**config.mk**
```make
export PLATFORM = sky130hd
export DESIGN_NAME = io_cycle_decoder
export DESIGN_NICKNAME = d
export VERILOG_FILES = /design/src/rtl/iodec_pkg.sv /design/src/rtl/io_lane_gen.sv /design/src/rtl/io_port_match.sv /design/src/rtl/io_cycle_decoder.sv
export SDC_FILE = /design/constraint.sdc
export NUM_CORES = 1
export LEC_CHECK = 0
export ABC_AREA = 1
export CORE_UTILIZATION = 24
export CTS_BUF_LIST = sky130_fd_sc_hd__clkbuf_8
export DETAILED_ROUTE_END_ITERATION = 7
export SLEW_MARGIN = 20
export SYNTH_ARGS = -nofsm -noshare
export SYNTH_HDL_FRONTEND = slang
export SYNTH_SLANG_ARGS = --single-unit
```
**constraint.sdc**
```tcl
create_clock -name clk -period 2.2 [get_ports clk]
set_clock_uncertainty 0.1 [all_clocks]
set_input_delay 0.44 -clock clk [delete_from_list [all_inputs] [get_ports clk]]
set_output_delay 0.44 -clock clk [all_outputs]
set_load 0.01 [all_outputs]
```
**src/rtl/iodec_pkg.sv**
```systemverilog
package iodec_pkg;

  typedef enum logic [1:0] {
    SZ_ONE  = 2'd0,
    SZ_TWO  = 2'd1,
    SZ_FOUR = 2'd2,
    SZ_FOUR_ALT = 2'd3
  } io_size_e;

  typedef struct packed {
    logic claim;
    logic fwd;
    logic ca_rd;
    logic ca_wr;
    logic cd_rd;
    logic cd_wr;
  } io_route_t;

  function automatic int unsigned size_bytes(input logic [1:0] code);
    case (io_size_e'(code))
      SZ_ONE:  return 1;
      SZ_TWO:  return 2;
      default: return 4;
    endcase
  endfunction

endpackage

```
**src/rtl/io_lane_gen.sv**
```systemverilog
module io_lane_gen #(
  parameter int ADDR_W = 16,
  parameter int LANES  = 4
) (
  input  logic [ADDR_W-1:0] addr,
  input  logic [1:0]        size,
  output logic [LANES-1:0]  be,
  output logic              wrap
);
  import iodec_pkg::*;

  localparam int OFF_W = $clog2(LANES);

  logic [ADDR_W:0] last_byte;
  int unsigned     nbytes;
  int unsigned     off;

  always_comb begin
    nbytes    = size_bytes(size);
    off       = int'(addr[OFF_W-1:0]);
    last_byte = {1'b0, addr} + (ADDR_W+1)'(nbytes - 1);
    wrap      = last_byte[ADDR_W];
  end

  for (genvar i = 0; i < LANES; i++) begin : g_lane
    assign be[i] = (i >= off) && (i < off + nbytes);
  end

endmodule

```
**src/rtl/io_port_match.sv**
```systemverilog
module io_port_match #(
  parameter int              ADDR_W  = 16,
  parameter int              LANES   = 4,
  parameter logic [ADDR_W-1:0] CA_PORT = 16'h0CF8,
  parameter logic [ADDR_W-1:0] CD_PORT = 16'h0CFC
) (
  input  logic                 valid,
  input  logic [ADDR_W-1:0]    addr,
  input  logic [1:0]           size,
  input  logic                 write,
  input  logic                 cfg_en,
  output iodec_pkg::io_route_t route
);
  import iodec_pkg::*;

  localparam int OFF_W = $clog2(LANES);

  logic ca_hit;
  logic cd_hit;

  always_comb begin
    ca_hit = (addr == CA_PORT) && (size_bytes(size) == LANES);
    cd_hit = (addr[ADDR_W-1:OFF_W] == CD_PORT[ADDR_W-1:OFF_W]) && cfg_en;

    route       = '0;
    route.claim = valid && (ca_hit || cd_hit);
    route.fwd   = valid && !(ca_hit || cd_hit);
    route.ca_rd = valid && ca_hit && !write;
    route.ca_wr = valid && ca_hit && write;
    route.cd_rd = valid && cd_hit && !write;
    route.cd_wr = valid && cd_hit && write;
  end

endmodule

```
**src/rtl/io_cycle_decoder.sv**
```systemverilog
module io_cycle_decoder #(
  parameter int                ADDR_W  = 16,
  parameter int                LANES   = 4,
  parameter logic [ADDR_W-1:0] CA_PORT = 16'h0CF8,
  parameter logic [ADDR_W-1:0] CD_PORT = 16'h0CFC
) (
  input  logic              clk,
  input  logic              rst,
  input  logic              req_valid,
  input  logic [ADDR_W-1:0] req_addr,
  input  logic [1:0]        req_size,
  input  logic              req_write,
  input  logic              cfg_en,
  output logic              out_valid,
  output logic              out_claim,
  output logic              out_fwd,
  output logic [ADDR_W:0]   out_addr,
  output logic [LANES-1:0]  out_be,
  output logic              cfg_addr_rd,
  output logic              cfg_addr_wr,
  output logic              cfg_data_rd,
  output logic              cfg_data_wr
);
  import iodec_pkg::*;

  logic [LANES-1:0] be_n;
  logic             wrap_n;
  io_route_t        route_n;
  io_route_t        route_q;

  io_lane_gen #(.ADDR_W(ADDR_W), .LANES(LANES)) u_lane (
    .addr (req_addr),
    .size (req_size),
    .be   (be_n),
    .wrap (wrap_n)
  );

  io_port_match #(
    .ADDR_W (ADDR_W),
    .LANES  (LANES),
    .CA_PORT(CA_PORT),
    .CD_PORT(CD_PORT)
  ) u_match (
    .valid (req_valid),
    .addr  (req_addr),
    .size  (req_size),
    .write (req_write),
    .cfg_en(cfg_en),
    .route (route_n)
  );

  always_ff @(posedge clk) begin
    if (rst) begin
      out_valid <= 1'b0;
      route_q   <= '0;
      out_addr  <= '0;
      out_be    <= '0;
    end else begin
      out_valid <= req_valid;
      route_q   <= route_n;
      out_addr  <= {wrap_n, req_addr};
      out_be    <= be_n;
    end
  end

  assign out_claim   = route_q.claim;
  assign out_fwd     = route_q.fwd;
  assign cfg_addr_rd = route_q.ca_rd;
  assign cfg_addr_wr = route_q.ca_wr;
  assign cfg_data_rd = route_q.cd_rd;
  assign cfg_data_wr = route_q.cd_wr;

endmodule

```
==> results of run 1 <==
## worst max path at each step
stage | start | to | cells past startpoint
final | req_addr[2] | out_addr[16] | 15
after global routing | req_addr[2] | out_addr[16] | 14
after CTS | req_addr[2] | out_addr[16] | 15
after detailed placement | req_addr[2] | out_addr[16] | 15
after global placement | req_addr[2] | out_addr[16] | 14
after floorplan | req_addr[2] | out_addr[16] | 13
## registers in the layout (all words and copies together) (netlist names)
name	count
cfg_addr_rd	1
cfg_data_rd	1
cfg_addr_wr	1
out_valid	1
out_claim	1
out_addr	17
out_fwd	1
out_be	4
cfg_data_wr	1
## cells by family after synthesis
logic type,count (synthesis)
compound gates,10
fa+ha+maj,26
buf+inv,42
flops,28
simple gates,72
## power breakdown
part	switching (W)	leakage [nW]	internal, W
registers	0.00000607	0.232	0.000531
logic	0.000114	0.799	0.000132
clock network	0.000170	0.0357	0.000244
total	0.000290	1.07	0.000906
## layer usage
metal | wire length (um) | up-vias | track usage [%] | part of all wire (%)
li1 | - | 655 | - | -
met1 | 1250 | 528 | 10.6 | 41
met2 | 1610 | 26 | 20.2 | 53
met3 | 106 | 4 | 1.28 | 3.5
met4 | 49 | 0 | 5.56 | 1.6
met5 | 0 | - | 0 | 0
## worst min-delay path, cell delays in order
cell and delay, ns:
clkdlybuf4s50_1 0.42, inv_1 0.08, nor2_1 0.04
## final cells by class
cell class / instances / area (um^2) / share of cell area [%]
multi-input combinational: 108 / 682 / 32.0
timing repair buffer: 60 / 576 / 27.0
sequential: 28 / 561 / 26.3
inverter: 40 / 151 / 7.11
tap: 72 / 90.1 / 4.23
clock buffer: 3 / 41.3 / 1.94
clock inverter: 1 / 30.0 / 1.41
## per-stage QoR
stage / cells / total power (W) / setup TNS, ns / hold WS (ns) / util (%)
after floorplan: 178 / 0.000663 / 0 / 0.412 / -
after global placement: 308 / 0.000794 / -0.235 / 0.939 / 36.9
after detailed placement: 308 / 0.000798 / -0.229 / 0.944 / 36.9
after CTS: 312 / 0.00121 / 0 / 0.642 / 38.2
after global routing: 312 / 0.00127 / 0 / 0.661 / 38.2
final: 312 / 0.00120 / 0 / 0.638 / 38.2
## cell usage in the layout (no fill, tap or decap)
cell | Yosys | routed
fa_1 | 1 | 1
nand3b_1 | 1 | 1
inv_2 | 4 | 4
a21oi_1 | 7 | 7
clkinv_2 | 1 | 1
nand4_1 | 3 | 3
ha_1 | 25 | 25
buf_4 | 0 | 10
nand3_1 | 5 | 5
dfxtp_1 | 28 | 28
nand3_2 | 1 | 1
nor2_1 | 33 | 33
or2_1 | 1 | 1
clkbuf_8 | 0 | 3
o21ai_0 | 1 | 1
nand2_1 | 27 | 27
o21ai_1 | 2 | 2
clkdlybuf4s50_1 | 0 | 50
bufinv_16 | 0 | 1
nor2_2 | 1 | 1
inv_1 | 35 | 35
==> run metrics, run 1 <==
Hold Path Sink=out_addr[7]; count of cell types in the netlist=18; Initial DRC Count=16; Setup violations, final=0; largest family of logic cells by synthesized area=adder cells; xor and xnor area share after synthesis=0%; post-route ant nets=0; ys async rst share=0%; Crit. End Element=register; Most used DFF post-synth=dfxtp_1; DR pass1 iterations=4; area delta synth->final=51.8%; crit path time final=2.01 ns; Port Buffers=50; Avg Cell Area, Syn=7.89 um^2; H-tree depth=1; top-area cell type share of the netlist area=between 30% and 40%; CTS max path bufs=2; Leak=between 1 and 1.5 nW; post-synthesis compound-gate area fraction=under 10%; Slew headroom=just over 80%; worst-path fanout max=2; total wire length=a little over 3 mm; Sink Count=28; critical path type=in2reg; first-pass GRT wire length=roughly 4.9 mm; worst vdd ir=roughly 0.24 mV; Max Clk Rate=498 MHz; Crit-path slowest cell=clkdlybuf4s50_1; Post-synth EDFFs=0; HPWL after DPL=2.53 mm; post-cts resize count=0; drt via density=3.89; syn_nets=between 200 and 250; most common cell in the synthesized netlist=inv_1; antenna violations before repair=0; fin area=between 2000 and 2500 um^2; die height=between 70 and 80 um; CTS buffer count=3; Avg WL per Cell=between 9 and 10 um; Post-CTS Setup Bufs=0; Yosys warning count=0; clock slew at reported path FFs=around 0.10 ns; cell family with most CP delay=buffers and inverters; cell mode on critical path=nand2_1; CTS root buf=clkbuf_8; cts hold-fix bufs=0; Synth area leaders=dfxtp_1 40%, ha_1 22%, inv_1 9.4%, nor2_1 8.8%, nand2_1 7.2%; overall global routing resource usage=between 10 and 15%; via count of the first global-routing pass=around 1200; GPL Wtd Cong=0.823; Slew Limit Fails=0; Worst Hold Class=in2reg; hold_sp=req_addr[7]; #FFs+latches synth=28; fill cell count=around 590; worst path required time=2.28 ns; die footprint=6160 um^2; Worst Slack Setup Final=0.194 ns; fin crit share=roughly nine tenths; adder-cell share of the synthesized area=around a quarter; nets@finish=a little under 300; mux share of post-synthesis cell area=0%; detailed-route DRC error count=0; gr ovfl total=0; row count=27; diode count=0; CP Launch Type=input port; post-synth top area cell=dfxtp_1; Power Dens Cells=around 560 nW/um^2; WP data arrival=about 2.1 ns; DP Area=2060 um^2; RSZ-0062 raised after global routing=false; worst hold path depth=3; Synth Cell Area=around 1400 um^2; Max-cap violations=0; status=completed; Die Wd=roughly 78 um; simple-gate portion of the synthesized area=21.3%; Critical Path, Cell by Cell=clkdlybuf4s50_1 -> inv_2 -> ha_1 -> inv_1 -> ha_1 -> nand2_1 -> inv_1 -> nand2_1 -> nand2_1 -> nand2_1 -> nand2_1 -> nand2_1 -> nand3_2 -> nand2_1 -> nor2_1; via count=1213; CTS tree=yes; CORE AREA=between 5000 and 6000 um^2; largest net degree at the start of global routing=17; # IOs=51; Slew @ Worst Pin=between 0.2 and 0.3 ns; register area share after synthesis=between 30% and 40%; cell count after synthesis=between 150 and 200; commonest cells in the netlist=35 x inv_1, 33 x nor2_1, 28 x dfxtp_1, 27 x nand2_1, 25 x ha_1; Fin. Hold Viols=0; worst path bufs/invs=4; dpl ws=-0.124 ns; worst stage delay on the critical path=~0.51 ns; Initial Util=between 20% and 30%; layout cell share with drive strength beyond 1=around 8.8%
No activity file was read; power rests on OpenSTA's default activity.
==> inputs of run 2 (changes only) <==
- CORE_UTILIZATION: 24 -> 46
- PLACE_DENSITY: unset -> 0.82
==> run 2 against run 1 <==
The run now ends with design-rule violations left. Total power is 1.0% lower. Critical path depth down 1. Sequential cell count unchanged. Setup slack worse by 0.041 ns. Hold slack lost 0.017 ns. Final cell count decreased by 14%. Sequential share of layout area rose by 0.81 points. Clock-buffer cell count stayed put. Via count is 2.4% higher. Largest cell class unchanged.
==> run metrics, run 2 (synthesis results as in run 1) <==
status=complete, but fails checks; failing checks=design-rule violations; CP Launch Type=input port; largest net degree at the start of global routing=17 (unchanged); Slew headroom=74.4% (-7.1 points); Setup violations, final=0 (unchanged); detailed-route DRC error count=5 (+5); fill cell count=207 (-65%); gr ovfl total=0 (unchanged); cell mode on critical path=nand2_1; worst path bufs/invs=4 (unchanged); diode count=0 (unchanged); # IOs=51 (unchanged); Initial Util=49.6% (+24 points); layout cell share with drive strength beyond 1=7.98% (-0.77 points); Slew Limit Fails=0 (unchanged); H-tree depth=1 (unchanged); storage element area=561 um^2 (unchanged); Avg WL per Cell=10.4 um (+7.5%); GPL Wtd Cong=0.810 (-1.6%); Hold Slack=0.621 ns (-0.0169 ns); biggest regs=out_addr x17, out_be x4; Sink Count=28 (unchanged); area taken by multi-input logic gates=682 um^2 (unchanged); commonest cells after routing, fill and taps aside=49 x clkdlybuf4s50_1, 35 x inv_1, 33 x nor2_1; max reg flops=17 (unchanged); post-route ant nets=0 (unchanged); die height=57.2 um (-27%); commonest non-fill, non-tap cell in the layout=clkdlybuf4s50_1; CTS max path bufs=2 (unchanged); WP data arrival=2.12 ns (+0.03 ns); Slew @ Worst Pin=0.383 ns (+0.107 ns); HPWL after DPL=2.25 mm (-11%); worst-path fanout max=2 (unchanged); antenna violations before repair=0 (unchanged); DP Area=1990 um^2 (-3.2%); CTS root buf=clkbuf_8; nets@finish=288 (-0.69%); hold_sp=req_size[1]; Initial DRC Count=24 (+8); CORE AREA=2830 um^2 (-49%); worst vdd ir=0.328 mV (+38%); Worst Hold Class=in2reg; clock slew at reported path FFs=0.09 ns (about the same); Crit. End Element=register; worst stage delay on the critical path=0.50 ns (about the same); Fin. Hold Viols=0 (unchanged); cell family with most CP delay=buffers and inverters; Die Wd=57.2 um (-27%); Max-cap violations=0 (unchanged); die footprint=3280 um^2 (-47%); Top reg by flops=out_addr; overall global routing resource usage=18.3% (+7.9 points); Crit-path slowest cell=clkdlybuf4s50_1; RSZ-0062 raised after global routing=false; via count=1242 (+2.4%); CTS tree=yes; Max Clk Rate=488 MHz (-2.0%); area delta synth->final=47.2%; crit path time final=2.05 ns (+0.0414 ns); Inst Count DP=265 (-14%); Power Dens Cells=573 nW/um^2 (+2.0%); fin area=2070 um^2 (-3.0%); Critical Path, Cell by Cell=clkdlybuf4s50_1 -> inv_2 -> ha_1 -> inv_1 -> ha_1 -> nand2_1 -> inv_1 -> nand2_1 -> nand2_1 -> nand2_1 -> nand2_1 -> nand2_1 -> a21oi_1 -> nor2_1; Port Buffers=50 (unchanged); via count of the first global-routing pass=1171 (-4.7%); drt via density=4.62 (+19%); CTS buffer count=3 (unchanged); first-pass GRT wire length=4.62 mm (-6.4%); Critical Path Source=req_addr[2]; worst path required time=2.28 ns (about the same); DR pass1 iterations=6 (+2); total wire length=2.80 mm (-7.3%); Leak=1.07 nW (about the same); critical path type=in2reg; fin crit share=93.1% (+1.9 points); row count=19 (-30%); Finished Layout Cells=269 (-14%); Post-CTS Setup Bufs=0 (unchanged)
==> run 2: cell count changes in the layout (fill, tap and decap cells not counted) <==
cell and change:
buf_4 -2, clkdlybuf4s50_1 -1, dlymetal6s2s_1 +1
==> run 2: area by class of cell <==
class,instances,share of cell area (%)
Sequential cell,28,27.1
Timing Repair Buffer,58,27.2
Multi-Input combinational cell,108,33.0
Clock inverter,1,1.45
Tap cell,31,1.88
Inverter,40,7.32
Clock buffer,3,2.00
==> run 2: worst paths after layout <==
kind | to | slack [ns] | cells after the start
worst max-delay path | out_addr[16] | 0.15 | 14
worst min-delay path | out_be[3] | 0.62 | 4
==> run 2: what timing repair did <==
| item | 4_1_cts | 5_1_grt |
|---|---|---|
| endpoints found under the setup margin | 0 | 1 |
| resized for setup | 0 | 1 |
| hold buffers | 0 | 0 |
| hold endpoints to repair | 0 | 0 |
==> run 2: metrics by stage <==
step	worst slack, ns	setup TNS, ns	util (%)	total power [W]
2_1_floorplan	0.487	0	-	0.000663
3_3_place_gp	-0.0972	-0.248	70.5	0.000786
3_5_place_dp	-0.162	-0.383	70.5	0.000793
4_1_cts	0.0817	0	73.0	0.00119
5_1_grt	0.0367	0	73.1	0.00124
6_report	0.153	0	73.1	0.00118
==> run 2: per-layer routing <==
layer | global-route usage, % | vias to the layer above | share of wire (%)
li1 | - | 655 | -
met1 | 18.1 | 549 | 40
met2 | 36.3 | 34 | 55
met3 | 3.63 | 4 | 4.1
met4 | 8.01 | 0 | 1.1
met5 | 0 | - | 0
==> run 2: report_power, final <==
part	switching, W	internal (W)	total (W)
clock	0.000159	0.000244	0.000402
sequential	0.00000607	0.000531	0.000537
combinational	0.000115	0.000130	0.000244
